$ cat config.mk
export PLATFORM = sky130hd
export DESIGN_NAME = strap_cfg_regs
export DESIGN_NICKNAME = d
export VERILOG_FILES = /design/src/rtl/strap_cfg_pkg.sv /design/src/rtl/strap_capture.sv /design/src/rtl/cfg_regfile.sv /design/src/rtl/strap_cfg_regs.sv
export SDC_FILE = /design/constraint.sdc
export NUM_CORES = 1
export LEC_CHECK = 0
export CORE_UTILIZATION = 53
export DETAILED_ROUTE_END_ITERATION = 16
export PLACE_DENSITY_LB_ADDON = 0.15
export SYNTH_ARGS = -nofsm -noshare
export SYNTH_HDL_FRONTEND = slang
export SYNTH_SLANG_ARGS = --single-unit
$ cat constraint.sdc
create_clock -name clk_i -period 3.1 [get_ports clk_i]
set_clock_uncertainty 0.1 [all_clocks]
set_input_delay 0.775 -clock clk_i [delete_from_list [all_inputs] [get_ports clk_i]]
set_output_delay 0.775 -clock clk_i [all_outputs]
set_load 0.02 [all_outputs]
$ cat src/rtl/strap_cfg_pkg.sv
package strap_cfg_pkg;
  localparam int NREG     = 4;
  localparam int DW       = 8;
  localparam int AW       = 8;
  localparam int REG_EDGE = 0;
  localparam int REG_CFG  = 1;
  localparam int REG_DC   = 2;
  localparam int REG_SENS = 3;

  localparam logic [NREG-1:0][AW-1:0] REG_OFFS = {8'h25, 8'h0E, 8'h03, 8'h01};
  localparam logic [NREG-1:0][DW-1:0] REG_RST  = {8'h00, 8'h00, 8'h01, 8'h00};

  function automatic logic [3:0] edge_code(input logic [1:0] lvl);
    case (lvl)
      2'd0:    return 4'h0;
      2'd1:    return 4'h3;
      2'd2:    return 4'h6;
      default: return 4'hA;
    endcase
  endfunction

  function automatic logic [3:0] dc_code(input logic [1:0] lvl);
    case (lvl)
      2'd0:    return 4'h0;
      2'd3:    return 4'h6;
      default: return 4'h2;
    endcase
  endfunction

  function automatic logic [7:0] sens_code(input logic [1:0] lvl);
    case (lvl)
      2'b00:   return 8'h00;
      2'b10:   return 8'h66;
      default: return 8'h33;
    endcase
  endfunction
endpackage

$ cat src/rtl/strap_capture.sv
module strap_capture
  import strap_cfg_pkg::*;
(
  input  logic                     clk_i,
  input  logic                     rst_ni,
  input  logic [1:0]               boost_lvl_i,
  input  logic                     boost_float_i,
  input  logic [1:0]               sens_lvl_i,
  input  logic                     scl_idle_i,
  input  logic                     sda_idle_i,
  output logic                     load_o,
  output logic                     loaded_o,
  output logic                     serial_en_o,
  output logic [NREG-1:0][DW-1:0]  init_o
);
  logic       loaded_q, serial_q;
  logic [1:0] eff_lvl;

  assign eff_lvl = boost_float_i ? 2'd3 : boost_lvl_i;

  always_comb begin
    init_o           = '0;
    init_o[REG_EDGE] = {edge_code(eff_lvl), 4'h0};
    init_o[REG_DC]   = {4'h0, dc_code(eff_lvl)};
    init_o[REG_SENS] = sens_code(sens_lvl_i);
    init_o[REG_CFG]  = {7'h00, scl_idle_i & sda_idle_i};
  end

  always_ff @(posedge clk_i or negedge rst_ni) begin
    if (!rst_ni) begin
      loaded_q <= 1'b0;
      serial_q <= 1'b0;
    end else if (!loaded_q) begin
      loaded_q <= 1'b1;
      serial_q <= scl_idle_i & sda_idle_i;
    end
  end

  assign load_o      = !loaded_q;
  assign loaded_o    = loaded_q;
  assign serial_en_o = serial_q;

  p_load_once_r5: assert property (@(posedge clk_i) disable iff (!rst_ni)
    loaded_q |=> loaded_q);
  p_mode_fixed_r6: assert property (@(posedge clk_i) disable iff (!rst_ni)
    loaded_q |=> $stable(serial_q));
endmodule

$ cat src/rtl/cfg_regfile.sv
module cfg_regfile #(
  parameter int NREG = 4,
  parameter int DW   = 8,
  parameter int AW   = 8,
  parameter logic [NREG-1:0][AW-1:0] OFFS = '0,
  parameter logic [NREG-1:0][DW-1:0] RST  = '0
) (
  input  logic                     clk_i,
  input  logic                     rst_ni,
  input  logic                     load_i,
  input  logic [NREG-1:0][DW-1:0]  init_i,
  input  logic                     access_en_i,
  input  logic                     wr_en_i,
  input  logic                     rd_en_i,
  input  logic [AW-1:0]            addr_i,
  input  logic [DW-1:0]            wdata_i,
  output logic [NREG-1:0][DW-1:0]  regs_o,
  output logic [DW-1:0]            rdata_o
);
  logic [NREG-1:0] hit;
  logic [DW-1:0]   rd_val;

  for (genvar g = 0; g < NREG; g++) begin : g_reg
    logic [DW-1:0] q;
    assign hit[g] = (addr_i == OFFS[g]);
    always_ff @(posedge clk_i or negedge rst_ni) begin
      if (!rst_ni)                                q <= RST[g];
      else if (load_i)                            q <= init_i[g];
      else if (access_en_i && wr_en_i && hit[g])  q <= wdata_i;
    end
    assign regs_o[g] = q;
  end

  always_comb begin
    rd_val = '0;
    for (int i = 0; i < NREG; i++)
      if (hit[i]) rd_val = rd_val | regs_o[i];
  end

  always_ff @(posedge clk_i or negedge rst_ni) begin
    if (!rst_ni)      rdata_o <= '0;
    else if (rd_en_i) rdata_o <= access_en_i ? rd_val : '0;
  end

  p_locked_hold_r6: assert property (@(posedge clk_i) disable iff (!rst_ni)
    (!access_en_i && !load_i) |=> $stable(regs_o));
  p_unmapped_hold_r9: assert property (@(posedge clk_i) disable iff (!rst_ni)
    (access_en_i && wr_en_i && !(|hit) && !load_i) |=> $stable(regs_o));
  p_locked_read_r6: assert property (@(posedge clk_i) disable iff (!rst_ni)
    (rd_en_i && !access_en_i) |=> (rdata_o == '0));
  p_rdata_hold_r10: assert property (@(posedge clk_i) disable iff (!rst_ni)
    !rd_en_i |=> $stable(rdata_o));
endmodule

$ cat src/rtl/strap_cfg_regs.sv
module strap_cfg_regs
  import strap_cfg_pkg::*;
#(
  parameter logic [6:0] DEV_ADDR = 7'h2C
) (
  input  logic        clk_i,
  input  logic        rst_ni,
  input  logic [1:0]  boost_lvl_i,
  input  logic        boost_float_i,
  input  logic [1:0]  sens_lvl_i,
  input  logic        scl_idle_i,
  input  logic        sda_idle_i,
  input  logic [6:0]  dev_addr_i,
  input  logic [7:0]  reg_addr_i,
  input  logic [7:0]  reg_wdata_i,
  input  logic        reg_wr_i,
  input  logic        reg_rd_i,
  output logic [7:0]  reg_rdata_o,
  output logic [3:0]  edge_boost_o,
  output logic [3:0]  dc_boost_o,
  output logic [7:0]  sens_o,
  output logic        cfg_active_o
);
  logic                    load, loaded, serial_en, access_en;
  logic [NREG-1:0][DW-1:0] init, regs;
  logic                    unused_bits;

  strap_capture u_cap (
    .clk_i, .rst_ni, .boost_lvl_i, .boost_float_i, .sens_lvl_i,
    .scl_idle_i, .sda_idle_i,
    .load_o(load), .loaded_o(loaded), .serial_en_o(serial_en), .init_o(init)
  );

  assign access_en = loaded && serial_en && (dev_addr_i == DEV_ADDR);

  cfg_regfile #(
    .NREG(NREG), .DW(DW), .AW(AW), .OFFS(REG_OFFS), .RST(REG_RST)
  ) u_rf (
    .clk_i, .rst_ni, .load_i(load), .init_i(init), .access_en_i(access_en),
    .wr_en_i(reg_wr_i), .rd_en_i(reg_rd_i), .addr_i(reg_addr_i),
    .wdata_i(reg_wdata_i), .regs_o(regs), .rdata_o(reg_rdata_o)
  );

  assign edge_boost_o = regs[REG_EDGE][7:4];
  assign dc_boost_o   = regs[REG_DC][3:0];
  assign sens_o       = regs[REG_SENS];
  assign cfg_active_o = regs[REG_CFG][0];
  assign unused_bits  = ^{regs[REG_EDGE][3:0], regs[REG_DC][7:4], regs[REG_CFG][7:1]};

  p_normal_mode_r8: assert property (@(posedge clk_i) disable iff (!rst_ni)
    (loaded && !serial_en) |-> !cfg_active_o);
  p_cfg_clear_r8: assert property (@(posedge clk_i) disable iff (!rst_ni)
    (access_en && reg_wr_i && reg_addr_i == 8'h03 && !reg_wdata_i[0]) |=> !cfg_active_o);
  p_foreign_dev_r7: assert property (@(posedge clk_i) disable iff (!rst_ni)
    (loaded && dev_addr_i != DEV_ADDR) |=> ($stable(sens_o) && $stable(edge_boost_o)));
endmodule

Word-level counts from Yosys, hierarchy flattened
Index checks and enable logic that the tools add are counted.

storage, ports and cells
  bits of input ports = 34
  word-level logic and storage cells = 50
  bits in registers = 42
  memories = 0
  RAM bits = 0
  memory bits (read-only) = 0
  output and inout port bits = 25
  bits in latches = 0

cells by class
  mux-type cells = 17
  bitwise logic cells = 4
  order comparisons = 0
  reduce and logical (&&, ||, !) cells = 9
  div/mod/pow operators = 0
  $mul = 0
  equal/unequal tests = 13
  add/subtract/negate cells = 0
  shifts and indexed selects = 0

operators by type and width
  operator            count
  $mux 8              13
  $or 8x8->8          3
  $pmux 7 s2          1
  $pmux 4 s3          1
  $eq 8x1->1 const B  1
  $eq 8x2->1 const B  1
  $eq 8x4->1 const B  1
  $eq 8x6->1 const B  1
  $ne 2x1->1 const B  4
  $eq 7x6->1 const B  1
  $logic_and 1x1->1   7
  $eq 2x2->1 const B  3
  $pmux 3 s2          1
  $logic_not 2->1     2
  $eq 2x1->1 const B  1
  $mux 2              1
  $and 1x1->1         1

Longest topological paths before layout
Gate-level depths: netlist (run 1).

  depth after elaboration = 9
  depth in mapped cells = 6

Modules after synthesis
Synthesis (run 1) repeated with hierarchy kept, for this count alone.

unflattened totals
  cell total of the unflattened synthesis = 288
  area, all modules = 2872.8 um^2

modules (own cells, without submodules)
  module          cells an instance  instances  area each (um^2)
  cfg_regfile     247                1          2532.4
  strap_capture   38                 1          311.5
  strap_cfg_regs  3                  1          28.8

Least setup slack after synthesis (run 1)
OpenSTA, ideal clock, no wires.

  kind = in2reg
  from = in dev_addr_i[6]
  to = reg u_rf.g_reg[2].q[0]
  arrival = 1794 ps
  setup time = 79 ps
  setup slack = 1126 ps
  buffers on the path = 0
  stages = 4
  cell sequence = and4bb_2 nand4_4 nor2_2 mux2i_1

on the way
  word-level cells in the longest chain between the ends = 5

ends and longest elaborated chain
  element                          RTL line              text
  start: declaration               strap_cfg_regs.sv:13  input logic [6:0] dev_addr_i,
  $eq 7x6->1                       strap_cfg_regs.sv:34  assign access_en = loaded && serial_en && (dev_addr_i == DEV_ADDR);
  $logic_and 1x1->1                strap_cfg_regs.sv:34
  $logic_and 1x1->1 (2 in series)  cfg_regfile.sv:29     else if (access_en_i && wr_en_i && hit[g]) q <= wdata_i;
  $ne 2x1->1 (no line)             -
  end signal: assignment           cfg_regfile.sv:27     if (!rst_ni) q <= RST[g];
  end signal: assignment           cfg_regfile.sv:28     else if (load_i) q <= init_i[g];
  end signal: assignment           cfg_regfile.sv:29
  end: declaration                 cfg_regfile.sv:24     logic [DW-1:0] q;

No other way between the ends.
A chain may end at the register's enable or synchronous reset.

Worst setup path in the final report (run 1)
  from = in reg_addr_i[1]
  to = reg u_rf.g_reg[3].q[0]

on the way
  word-level cells in the longest chain between the ends = 3

ends and longest elaborated chain
  element                 RTL line              text
  start: declaration      strap_cfg_regs.sv:14  input logic [7:0] reg_addr_i,
  $eq 8x6->1              cfg_regfile.sv:25     assign hit[g] = (addr_i == OFFS[g]);
  $logic_and 1x1->1       cfg_regfile.sv:29
  $ne 2x1->1 (no line)    -
  end signal: assignment  cfg_regfile.sv:27
  end signal: assignment  cfg_regfile.sv:28
  end signal: assignment  cfg_regfile.sv:29
  end: declaration        cfg_regfile.sv:24

No other way between the ends.

==> results of run 1 <==
[state kept, by name (all words and copies together) (netlist names)]
signal,count
u_cap.serial_en_o,1
u_rf.g.q,32
u_rf.rdata_o,8
u_cap.loaded_o,1
[final cells by class]
type	instances	area, um^2	area share [%]
sequential	42	1050	35.4
tap	52	65.1	2.19
inverter	1	3.75	0.126
clock buffer	6	82.6	2.78
clock inverter	2	12.5	0.421
multi-input combinational	170	1160	39.0
timing repair buffer	61	598	20.1
[cells by family after synthesis]
kind of cell	Yosys count	synth area share, %
AOI/OAI and AO/OA	49	15.0
buffers and inverters	31	8.25
DFF	42	43.6
muxes	19	7.89
other	1	0.156
and+or+nand+nor	101	25.0
[where the power goes]
group          total (mW)  internal, mW  switching, mW
clock network       0.371         0.179          0.191
logic               0.200        0.0968          0.103
registers           0.587         0.568         0.0191
total                1.16         0.844          0.313
[synth_stat cells (2+ instances only)]
cell type and count:
a22o_1 8, a22oi_1 8, a31oi_1 11, a32oi_1 2
and2_1 4, and3_1 2, and4bb_2 3, buf_2 3
buf_4 17, buf_6 2, clkbuf_1 8, dfrtp_1 41
mux2i_1 19, nand2_1 31, nand2b_1 7, nand3_1 19
nand4_1 9, nand4_4 2, nor2_1 5, nor2_2 2
nor3_1 3, o211ai_1 7, o31ai_1 9, or2_2 2
or3_1 4
[worst max-delay path, delay by kind of cell]
family | cells | cell delay [ns]
simple gates | 3 | 1.14
buf+inv | 1 | 0.49
compound gates | 1 | 0.21
[path summary, 6_finish.rpt]
path	start	endpoint	slack [ns]
max	reg_addr_i[1]	u_rf.g_reg[3].q[0]$_DFFE_PN0P_	0.60
min	u_cap.serial_en_o$_DFFE_PN0N_	u_cap.serial_en_o$_DFFE_PN0N_	0.40
max reg2reg	u_cap.loaded_o$_DFF_PN0_	u_rf.g_reg[3].q[6]$_DFFE_PN0P_	1.41
min reg2reg	u_cap.serial_en_o$_DFFE_PN0N_	u_cap.serial_en_o$_DFFE_PN0N_	0.40
max in group asynchronous	rst_ni	u_rf.g_reg[2].q[3]$_DFFE_PN0P_	1.80
min in group asynchronous	rst_ni	u_cap.serial_en_o$_DFFE_PN0N_	0.52
[per-layer routing]
layer  share of wire [%]  up-vias
met4                0.52        0
met5                   0        -
li1                    -      965
met1                  45     1037
met3                 6.4        4
met2                  48       83
==> flow_summary.yaml, run 1 <==
synthesis:
  netlist_area_um2: 2410
  syn_area_per_cell_um2: 9.92
  synth-edff-count: 0
  synth_ff_type: "dfrtp_1"
  yosysSeqAreaShare_pct: 43.6
  synth_top_area_share_pct: 42.6
  syn_nets: 277
  synth_cell_types: 40
  synthTopCellsByArea: "dfrtp_1, mux2i_1, buf_4"
  async_reset_ff_share_pct: 100
  yosys_warnings: 0
  synth_area_leader_cell: "dfrtp_1"
  ys_ff_latch: 42
  synthCells: 243
critical_path:
  end_kind: "flip-flop"
  worstPathArrival_ns: 2.61
  crit_path_start_kind: "primary input"
  crit_slowest_cell: "and3_1"
  worstPathRequired_ns: 3.21
  worstSetupPathType: "primary input to flip-flop"
  cp_max_fo: 14
  cpPeakStageDelay_ns: 0.57
  reg2regPathDepth: 4
  worstPathCellList: "clkdlybuf4s50_1 -> nor4b_4 -> and3_1 -> nand4_1 -> a31oi_1"
timing:
  holdWs_ns: 0.400
  setup_viol: 0
  hold_viol: 0
  tns_ns: 0
  maxSlewHeadroom_pct: 38.0
  worst_slack_ns: 0.604
  finalMaxSlewViolations: 0
  fmaxAchievable_mhz: 401
  worst_pin_slew_ns: 0.930
  rsz0062_at_grt: "no"
  fin_crit_sh_pct: 80.5
  fin_crit_ns: 2.50
global_routing:
  grt_pass1_wl_um: 9990
  antenna_found_initial: 0
  gr-max-usage-layer: "met2"
  use_met2_pct: 40.0
  grt_pass1_vias: 2050
  met1_usage_pct: 38.1
  use_met3_pct: 5.09
  track_usage_pct: 26.0
  overflow: 0
  grt_max_degree: 54
clock_network:
  cts_buffers: 5
  cts.repair.resized: 0
  cts_max_path_buffers: 2
  cts_tree: "yes"
  cts_root_buf: "clkbuf_8"
  cts_max_level: 2
  cts.reportedPaths.clkPinSlew_ns: 0.08
  insertion_delay_ns: 0.29
  clock-sinks: 42
  hold_buffers: 0
  cts_setup_buffers: 0
status:
  status: "completed"
cells_and_area:
  final_util_pct: 68.3
  fillers: 362
  postLayoutCellArea_um2: 2970
  synthToLayoutAreaGrowth_pct: 23.4
  antenna_cells: 0
  nets: 315
  final_cells: 334
  mostFrequentLayoutCells: "clkdlybuf4s50_1, dfrtp_1, nand2_1"
  mostFrequentLayoutCell: "clkdlybuf4s50_1"
  drive_gt1_share_pct: 9.57
floorplan:
  die_area_um2: 4820
  die_h_um: 69.4
  rows: 24
  initial_utilization_pct: 55.4
  io_pins: 59
  die-width_um: 69.4
  coreArea_um2: 4350
place:
  place_inst: 326
  dpl_worst_slack_ns: 0.356
  io_buffer_count: 58
  placed_cell_area_um2: 2880
  place.detailed.hpwl_um: 4310
  gp_congestion: 0.840
hold_path:
  worstHoldPathType: "flip-flop to flip-flop"
  whs_path_depth: 2
drt:
  drt_wl_total_um: 6000
  drtIter0Drc: 200
  first_pass_iters: 4
  drt-wirelength-per-cell_um: 18.0
  drc: 0
  vias: 2089
  antenna_left: 0
  vias_per_cell: 6.25
power:
  power.leakage_nw: 1.11
  p_total_mw: 1.16
  peakVddDrop_v: 0.000261
  power.density_nw_per_um2: 389
job:
  drv_cap: 0
Power figures use the tool's default switching activity.
==> run 2: changes to the inputs <==
- CORE_UTILIZATION: 53 -> 49
- clock period: 3.1 -> 2.3 ns (I/O delays scaled with it)
==> run 2 against run 1 <==
Non-clock buffer count up 15. Clock power up 57%. Critical path type is now flip-flop to output port. Highest routed layer unchanged. Largest cell class unchanged. Clock-buffer cell count rose by 1.
==> flow_summary.yaml, run 2 (synthesis results as in run 1) <==
status:
  status: "completed"
place:
  io_buffer_count: 58
  place_inst: 355
  gp_congestion: 0.847
  place.detailed.hpwl_um: 4410
cells_and_area:
  fillers: 393
  mostFrequentLayoutCell: "clkdlybuf4s50_1"
  nets: 330
  largest_reg_flops: 32
  final_cells: 364
  largest_register: "u_rf.g.q"
  multi_input_area_um2: 1160
  reg_top3: "u_rf.g.q: 32 flops, u_rf.rdata_o: 8 flops"
  seq_area_um2: 1050
  antenna_cells: 0
  synthToLayoutAreaGrowth_pct: 31.4
  mostFrequentLayoutCells: "clkdlybuf4s50_1, dfrtp_1, nand2_1"
  drive_gt1_share_pct: 13.1
  final_util_pct: 67.1
drt:
  drc: 0
  vias_per_cell: 5.63
  antenna_left: 0
  drt-wirelength-per-cell_um: 16.5
  drt_wl_total_um: 5990
  vias: 2049
  drtIter0Drc: 165
  first_pass_iters: 4
timing:
  tns_ns: 0
  setup_viol: 0
  finalMaxSlewViolations: 0
  maxSlewHeadroom_pct: 66.0
  fmaxAchievable_mhz: 471
  worst_pin_slew_ns: 0.511
  hold_viol: 0
  fin_crit_ns: 2.12
  rsz0062_at_grt: "no"
  fin_crit_sh_pct: 92.3
critical_path:
  r2r_slack_ns: 0.61
  path_buf_inv: 1
  worstPathCellList: "clkdlybuf4s50_1"
  reg2regPathDepth: 4
  crit_family: "buffers and inverters"
  worstPathArrival_ns: 1.45
  worstPathRequired_ns: 1.62
  cp_max_fo: 3
  startpoint: "u_rf.g_reg[1].q[0]$_DFFE_PN1P_"
  worstSetupPathType: "flip-flop to output port"
  crit_slowest_cell: "clkdlybuf4s50_1"
  r2r-end: "u_rf.g_reg[3].q[6]$_DFFE_PN0P_"
  r2r_start: "u_cap.loaded_o$_DFF_PN0_"
  cp-endpoint: "cfg_active_o"
  end_kind: "output port"
  cp.depth: 1
  cpPeakStageDelay_ns: 0.60
  crit_path_start_kind: "flip-flop"
power:
  seqPwrFrac_pct: 47.8
  power_switching_mw: 0.427
  p_comb_share_pct: 17.0
  p_sw_share_pct: 25.7
  power.internal_mw: 1.23
  peakVddDrop_v: 0.000369
  power.leakage_nw: 1.21
  power_frac_clock_pct: 35.2
  power.density_nw_per_um2: 524
clock_network:
  clock-sinks: 42
  cts_max_level: 2
  cts_setup_buffers: 0
  cts_max_path_buffers: 2
  cts_root_buf: "clkbuf_8"
  cts_buffers: 5
  insertion_delay_ns: 0.30
  cts.reportedPaths.clkPinSlew_ns: 0.08
  cts.repair.resized: 0
  cts_tree: "yes"
global_routing:
  track_usage_pct: 25.3
  grt_max_degree: 54
  overflow: 0
  grt_pass1_vias: 2006
  grt_pass1_wl_um: 9960
  antenna_found_initial: 0
hold_path:
  whs_path_depth: 2
  worstHoldPathType: "flip-flop to flip-flop"
floorplan:
  die_area_um2: 5200
  io_pins: 59
  die-width_um: 72.1
  initial_utilization_pct: 51.0
  coreArea_um2: 4720
  die_h_um: 72.1
  rows: 25
job:
  drv_cap: 0
-- run 2: through the flow --
step / total power [mW] / instance area (um^2) / hold slack (ns) / setup WS [ns]
2_1_floorplan: 0.947 / 2410 / 0.179 / 0.526
3_3_place_gp: 1.09 / 3050 / 0.317 / -0.0413
3_5_place_dp: 1.09 / 3050 / 0.312 / -0.0846
4_1_cts: 1.66 / 3170 / 0.413 / 0.167
5_1_grt: 1.71 / 3170 / 0.427 / 0.0567
6_report: 1.66 / 3170 / 0.408 / 0.176
-- run 2: final cells by class --
type | instances | area share [%]
Multi-Input combinational cell | 170 | 36.6
Sequential cell | 42 | 33.2
Timing Repair Buffer | 76 | 24.1
Tap cell | 67 | 2.65
Clock buffer | 7 | 2.41
Clock inverter | 1 | 0.947
Inverter | 1 | 0.118
-- run 2: power groups by stage --
stage / Combinational [mW] / Sequential [mW] / Clock (mW)
2_1_floorplan: 0.147 / 0.799 / 0
3_3_place_gp: 0.279 / 0.807 / 0
3_5_place_dp: 0.281 / 0.807 / 0
4_1_cts: 0.283 / 0.793 / 0.588
5_1_grt: 0.305 / 0.797 / 0.612
6_report: 0.282 / 0.793 / 0.584
-- run 2: worst min-delay path by stage --
stage | start | endpoint | slack (ns)
floorplan | rst_ni | u_cap.loaded_o$_DFF_PN0_ | 0.18
global placement | rst_ni | u_cap.serial_en_o$_DFFE_PN0N_ | 0.32
detailed placement | rst_ni | u_cap.serial_en_o$_DFFE_PN0N_ | 0.31
CTS | u_cap.serial_en_o$_DFFE_PN0N_ | u_cap.serial_en_o$_DFFE_PN0N_ | 0.41
global route | u_rf.rdata_o[1]$_DFFE_PN0P_ | u_rf.rdata_o[1]$_DFFE_PN0P_ | 0.43
finish | u_cap.serial_en_o$_DFFE_PN0N_ | u_cap.serial_en_o$_DFFE_PN0N_ | 0.41
-- run 2: what timing repair did --
action                                 in CTS  in global routing
endpoints found under the hold margin       4                  0
hold buffers                                1                  0
setup endpoints to repair                   0                  0
-- run 2: layer usage --
| layer | wire length [um] | global-route usage, % | up-vias | part of all wire [%] |
|---|---|---|---|---|
| li1 | - | - | 996 | - |
| met1 | 2840 | 36.9 | 986 | 47 |
| met2 | 2760 | 39.4 | 62 | 46 |
| met3 | 342 | 3.47 | 5 | 5.7 |
| met4 | 55 | 7.19 | 0 | 0.92 |
| met5 | 0 | 0 | - | 0 |
